<file path="src/rtl/smp_trig_pkg.sv">
package smp_trig_pkg;
  typedef enum logic [1:0] {
    ST_IDLE    = 2'd0,
    ST_SAMPLE  = 2'd1,
    ST_CONVERT = 2'd2
  } trig_state_e;
endpackage

</file>
<file path="src/rtl/smp_trig_sync.sv">
// Brings the asynchronous trigger into the clock domain and detects its edges.
module smp_trig_sync #(
  parameter int STAGES = 2
) (
  input  logic clk,
  input  logic rst,
  input  logic trig_n,
  output logic fall,
  output logic rise
);
  logic [STAGES-1:0] chain;
  logic              prev;
  logic              level;

  assign level = chain[STAGES-1];

  always_ff @(posedge clk) begin
    if (rst) begin
      chain <= '1;
      prev  <= 1'b1;
    end else begin
      chain <= {chain[STAGES-2:0], trig_n};
      prev  <= level;
    end
  end

  assign fall = prev & ~level;
  assign rise = ~prev & level;
endmodule

</file>
<file path="src/rtl/smp_trig_arm.sv">
// Unlocks triggering once the serial clock count reaches the threshold; stays unlocked.
module smp_trig_arm #(
  parameter int EDGE_W      = 5,
  parameter int UNLOCK_EDGE = 11
) (
  input  logic              clk,
  input  logic              rst,
  input  logic [EDGE_W-1:0] sclk_edges,
  output logic              armed
);
  localparam logic [EDGE_W-1:0] THRESH = EDGE_W'(UNLOCK_EDGE);

  always_ff @(posedge clk) begin
    if (rst) armed <= 1'b0;
    else if (sclk_edges >= THRESH) armed <= 1'b1;
  end
endmodule

</file>
<file path="src/rtl/smp_trig_lowtmr.sv">
// Measures the sampling window length; saturates at its maximum.
module smp_trig_lowtmr #(
  parameter int LOW_W = 8
) (
  input  logic             clk,
  input  logic             rst,
  input  logic             start,
  input  logic             run,
  input  logic [LOW_W-1:0] min_low,
  output logic             too_short
);
  localparam logic [LOW_W-1:0] CNT_MAX = '1;
  localparam logic [LOW_W-1:0] CNT_ONE = LOW_W'(1);
  logic [LOW_W-1:0] cnt;

  always_ff @(posedge clk) begin
    if (rst) cnt <= '0;
    else if (start) cnt <= CNT_ONE;
    else if (run && cnt != CNT_MAX) cnt <= cnt + CNT_ONE;
  end

  assign too_short = cnt < min_low;
endmodule

</file>
<file path="src/rtl/smp_trig_ctrl.sv">
module smp_trig_ctrl
  import smp_trig_pkg::*;
#(
  parameter int EDGE_W      = 5,
  parameter int UNLOCK_EDGE = 11,
  parameter int LOW_W       = 8,
  parameter int SYNC_STAGES = 2
) (
  input  logic              clk,
  input  logic              rst,
  input  logic              trig_n,
  input  logic              conv_done,
  input  logic [EDGE_W-1:0] sclk_edges,
  input  logic [LOW_W-1:0]  min_low,
  output logic              sh_hold,
  output logic              conv_start,
  output logic              err_early,
  output logic              err_overrun,
  output logic              err_short
);
  trig_state_e state;
  logic fall, rise, armed, too_short, accept;

  smp_trig_sync #(.STAGES(SYNC_STAGES)) u_sync (
    .clk(clk), .rst(rst), .trig_n(trig_n), .fall(fall), .rise(rise)
  );

  smp_trig_arm #(.EDGE_W(EDGE_W), .UNLOCK_EDGE(UNLOCK_EDGE)) u_arm (
    .clk(clk), .rst(rst), .sclk_edges(sclk_edges), .armed(armed)
  );

  assign accept = (state == ST_IDLE) && fall && armed;

  smp_trig_lowtmr #(.LOW_W(LOW_W)) u_tmr (
    .clk(clk), .rst(rst), .start(accept), .run(state == ST_SAMPLE),
    .min_low(min_low), .too_short(too_short)
  );

  always_ff @(posedge clk) begin
    if (rst) begin
      state       <= ST_IDLE;
      sh_hold     <= 1'b1;
      conv_start  <= 1'b0;
      err_early   <= 1'b0;
      err_overrun <= 1'b0;
      err_short   <= 1'b0;
    end else begin
      conv_start <= 1'b0;
      case (state)
        ST_IDLE: begin
          if (accept) begin
            state   <= ST_SAMPLE;
            sh_hold <= 1'b0;
          end else if (fall) begin
            err_early <= 1'b1;
          end
        end
        ST_SAMPLE: begin
          if (rise) begin
            state      <= ST_CONVERT;
            sh_hold    <= 1'b1;
            conv_start <= 1'b1;
            if (too_short) err_short <= 1'b1;
          end
        end
        ST_CONVERT: begin
          if (fall) err_overrun <= 1'b1;
          if (conv_done) state <= ST_IDLE;
        end
        default: begin
          state   <= ST_IDLE;
          sh_hold <= 1'b1;
        end
      endcase
    end
  end
endmodule

</file>
<file path="config.mk">
export PLATFORM = sky130hd
export DESIGN_NAME = smp_trig_ctrl
export DESIGN_NICKNAME = d
export VERILOG_FILES = /design/src/rtl/smp_trig_pkg.sv /design/src/rtl/smp_trig_sync.sv /design/src/rtl/smp_trig_arm.sv /design/src/rtl/smp_trig_lowtmr.sv /design/src/rtl/smp_trig_ctrl.sv
export SDC_FILE = /design/constraint.sdc
export NUM_CORES = 1
export LEC_CHECK = 0
export BUFFER_PORTS_ARGS = -buffer_cell sky130_fd_sc_hd__buf_2
export CORE_UTILIZATION = 35
export CTS_CLUSTER_SIZE = 30
export DETAILED_ROUTE_END_ITERATION = 7
export PLACE_DENSITY = 0.64
export SLEW_MARGIN = 30
export SYNTH_ARGS = -nofsm -noshare
export SYNTH_HDL_FRONTEND = slang
export SYNTH_SLANG_ARGS = --single-unit
</file>
<file path="constraint.sdc">
create_clock -name clk -period 3 [get_ports clk]
set_clock_uncertainty 0.15 [all_clocks]
set_input_delay 0 -clock clk [delete_from_list [all_inputs] [get_ports clk]]
set_output_delay 0 -clock clk [all_outputs]
set_load 0.05 [all_outputs]
</file>
==> results.sh <==
export IMPL_drive_above_1_share_pct=19.0
export IMPL_seq_area_um2=380
export IMPL_cpPeakStageDelay_ns=0.56
export IMPL_async_reset_ff_share_pct=0
export IMPL_avgSynthCellArea_um2=8.46
export IMPL_fmax_ghz=0.481
export IMPL_fp_dieW_um=54.7
export IMPL_p_comb_share_pct=12.8
export IMPL_worst_setup_path_type="register to register"
export IMPL_n_antenna_cell=0
export IMPL_mostFrequentLayoutCell="buf_2"
export IMPL_initial_core_util_pct=38.2
export IMPL_grt_max_degree=14
export IMPL_crit_path_max_fanout=4
export IMPL_grt_pass1_wl_um=3590
export IMPL_crit_path_end_kind="register"
export IMPL_cts_htree_levels=1
export IMPL_power_density_nw_per_um2=370
export IMPL_hold_viol=0
export IMPL_ys_seq_elements=19
export IMPL_cp_arrival_ns=2.15
export IMPL_first_pass_iters=4
export IMPL_cp_required_ns=3.07
export IMPL_cap_violations=0
export IMPL_p_sw_w=0.000117
export IMPL_die_area_um2=3000
export IMPL_finalCritPeriodShare_pct=69.3
export IMPL_ys_types=33
export IMPL_grt_usage_pct=16.9
export IMPL_cts_setup_buffers=0
export IMPL_final_instance_count_excl_fill=177
export IMPL_numCtsBuffers=3
export IMPL_grt_pass1_vias=878
export IMPL_drt_wirelength_per_cell_um=12.0
export IMPL_switching_share_pct=25.7
export IMPL_relSlewSlack_pct=75.0
export IMPL_rsz0062_at_grt="no"
export IMPL_cp_buffers_inverters=1
export IMPL_syn_instance_count=115
export IMPL_synth_edf_count=0
export IMPL_dp_hpwl_um=1530
export IMPL_avgViaCountPerCell=5.27
export IMPL_ys_flop_type="dfxtp_1"
export IMPL_min_path_type="input pin to register"
export IMPL_layout_common_cells="buf_2 (21), dfxtp_1 (19), nor2_1 (12), inv_1 (11)"
export IMPL_antenna_found_initial=0
export IMPL_clock_latency_ns=0.30
export IMPL_drt_initial_drc_count=14
export IMPL_cts_buffer_depth=2
export IMPL_finalNetCount=173
export IMPL_synth_seq_area_share_pct=39.1
export IMPL_yosysWarningCount=0
export IMPL_syn_nets=140
export IMPL_multi_input_area_um2=538
export IMPL_seqPwrFrac_pct=57.9
export IMPL_yosysTopAreaCell="dfxtp_1"
export IMPL_cts_resized=0
export IMPL_pin_count=22
export IMPL_hold_start="min_low[3]"
export IMPL_dpl_cell_count=163
export IMPL_grt_ovfl_total=0
export IMPL_period_needed_ns=2.08
export IMPL_internal_power_w=0.000339
export IMPL_clkPwrFrac_pct=29.3
export IMPL_cts_tree="done"
export IMPL_netlist_area_um2=973
export IMPL_cts_hold_buffers=10
export IMPL_cpMaxStageDelayCell="dlygate4sd3_1"
export IMPL_vdd_ir_drop_max_uv=284
export IMPL_num_rows=18
export IMPL_ys_top_cells_by_area="dfxtp_1 (39%), ha_1 (10%), a21oi_1 (5.1%)"
export IMPL_cp_top_family="buffers and inverters"
export IMPL_synth_top_area_share_pct=39.1
export IMPL_leakage_nw=0.589
export IMPL_clock_sinks=19
export IMPL_totalWireLength_um=2130
export IMPL_coreArea_um2=2540
export IMPL_r2r_start="u_tmr.cnt[1]"
export IMPL_antenna_left=0
export IMPL_numPortBuffers=21
export IMPL_finalSetupTns_ns=0
export IMPL_cts_root_buf="clkbuf_4"
export IMPL_setup_viol=0
export IMPL_syn2layout_area_growth_pct=26.6
export IMPL_cts_clk_slew_worst_paths_ns=0.11
export IMPL_status="finished clean"
export IMPL_worstMarginPinSlew_ns=0.374
export IMPL_start_kind="register"
export IMPL_globalplace_congestion=0.901
export IMPL_startpoint="u_tmr.cnt[1]"
export IMPL_drc_errors=0
export IMPL_vias=933
export IMPL_fill_cells=249
export IMPL_crit_chain="ha_1 > o21ai_0 > a21oi_1 > or3_1 > dlygate4sd3_1 > a211oi_1"
export IMPL_drv_slew=0
export IMPL_die_h_um=54.7
worst min-delay path: stages:
cell	delay (ns)
buf_2	0.09
inv_1	0.05
ha_1	0.12
nor2_1	0.03
nor3_1	0.13
a211oi_1	0.09
stage by stage:
step                util (%)  worst slack, ns  total power (W)  hold WS, ns  area [um2]
floorplan                  -             1.56         0.000301      -0.0462         973
global placement        43.3             1.47         0.000316       0.0338        1100
detailed placement      43.3             1.46         0.000318       0.0419        1100
CTS                     48.4            0.922         0.000465        0.119        1230
global route            48.4            0.776         0.000485        0.152        1230
finish                  48.4            0.921         0.000456        0.121        1230
cell usage after synthesis, types with 2 or more instances:
master	instances
or2_2	3
nand3_1	4
a211oi_1	6
nand4_1	2
o21ai_0	4
and3_1	3
nor3_1	5
dfxtp_1	19
nor2b_1	2
a21oi_1	10
o21ai_1	3
nor2_1	12
ha_1	8
buf_2	2
and4_1	2
or3_1	2
inv_1	11
and2_1	2
power by group through the flow:
stage	combinational [W]	clock [W]	sequential, W
2_1_floorplan	0.0000239	0	0.000277
3_3_place_gp	0.0000468	0	0.000269
3_5_place_dp	0.0000480	0	0.000270
4_1_cts	0.0000580	0.000143	0.000264
5_1_grt	0.0000645	0.000155	0.000265
6_report	0.0000584	0.000134	0.000264
flip-flops by register name, summed over array words and instances, names as in the netlist:
| signal | flops |
|---|---|
| u_tmr.cnt | 8 |
| state | 2 |
| u_sync.chain | 2 |
| sh_hold | 1 |
| u_sync.prev | 1 |
| err_early | 1 |
| err_overrun | 1 |
| conv_start | 1 |
| u_arm.armed | 1 |
| err_short | 1 |
per-layer routing:
| metal | track usage [%] | vias to the layer above | share of wire [%] |
|---|---|---|---|
| li1 | - | 477 | - |
| met1 | 18.8 | 425 | 45 |
| met2 | 29.5 | 27 | 48 |
| met3 | 5.83 | 4 | 5.5 |
| met4 | 5.56 | 0 | 1.6 |
| met5 | 0 | - | 0 |
area by class of cell:
type / instances / area share (%)
clock buffers: 3 / 1.83
clock inverters: 1 / 0.609
well taps: 30 / 3.05
multi-input cells: 82 / 43.7
inverters: 11 / 3.35
flip-flops and latches: 19 / 30.9
repair buffers: 31 / 16.6
kinds of logic after synthesis:
| group | share of synthesized area, % |
|---|---|
| simple gates | 25.7 |
| fa+ha+maj | 10.3 |
| mux | 1.03 |
| flops | 39.1 |
| compound gates | 18.3 |
| buf+inv | 5.66 |
path summary, 6_finish.rpt:
check | endpoint | slack [ns] | cells past startpoint
worst max-delay path | err_short | 0.92 | 6
worst min-delay path | err_short | 0.12 | 6
worst max register to register | err_short | 0.92 | 6
worst min register to register | u_sync.chain[1] | 0.27 | 1
Power figures use the tool's default switching activity.
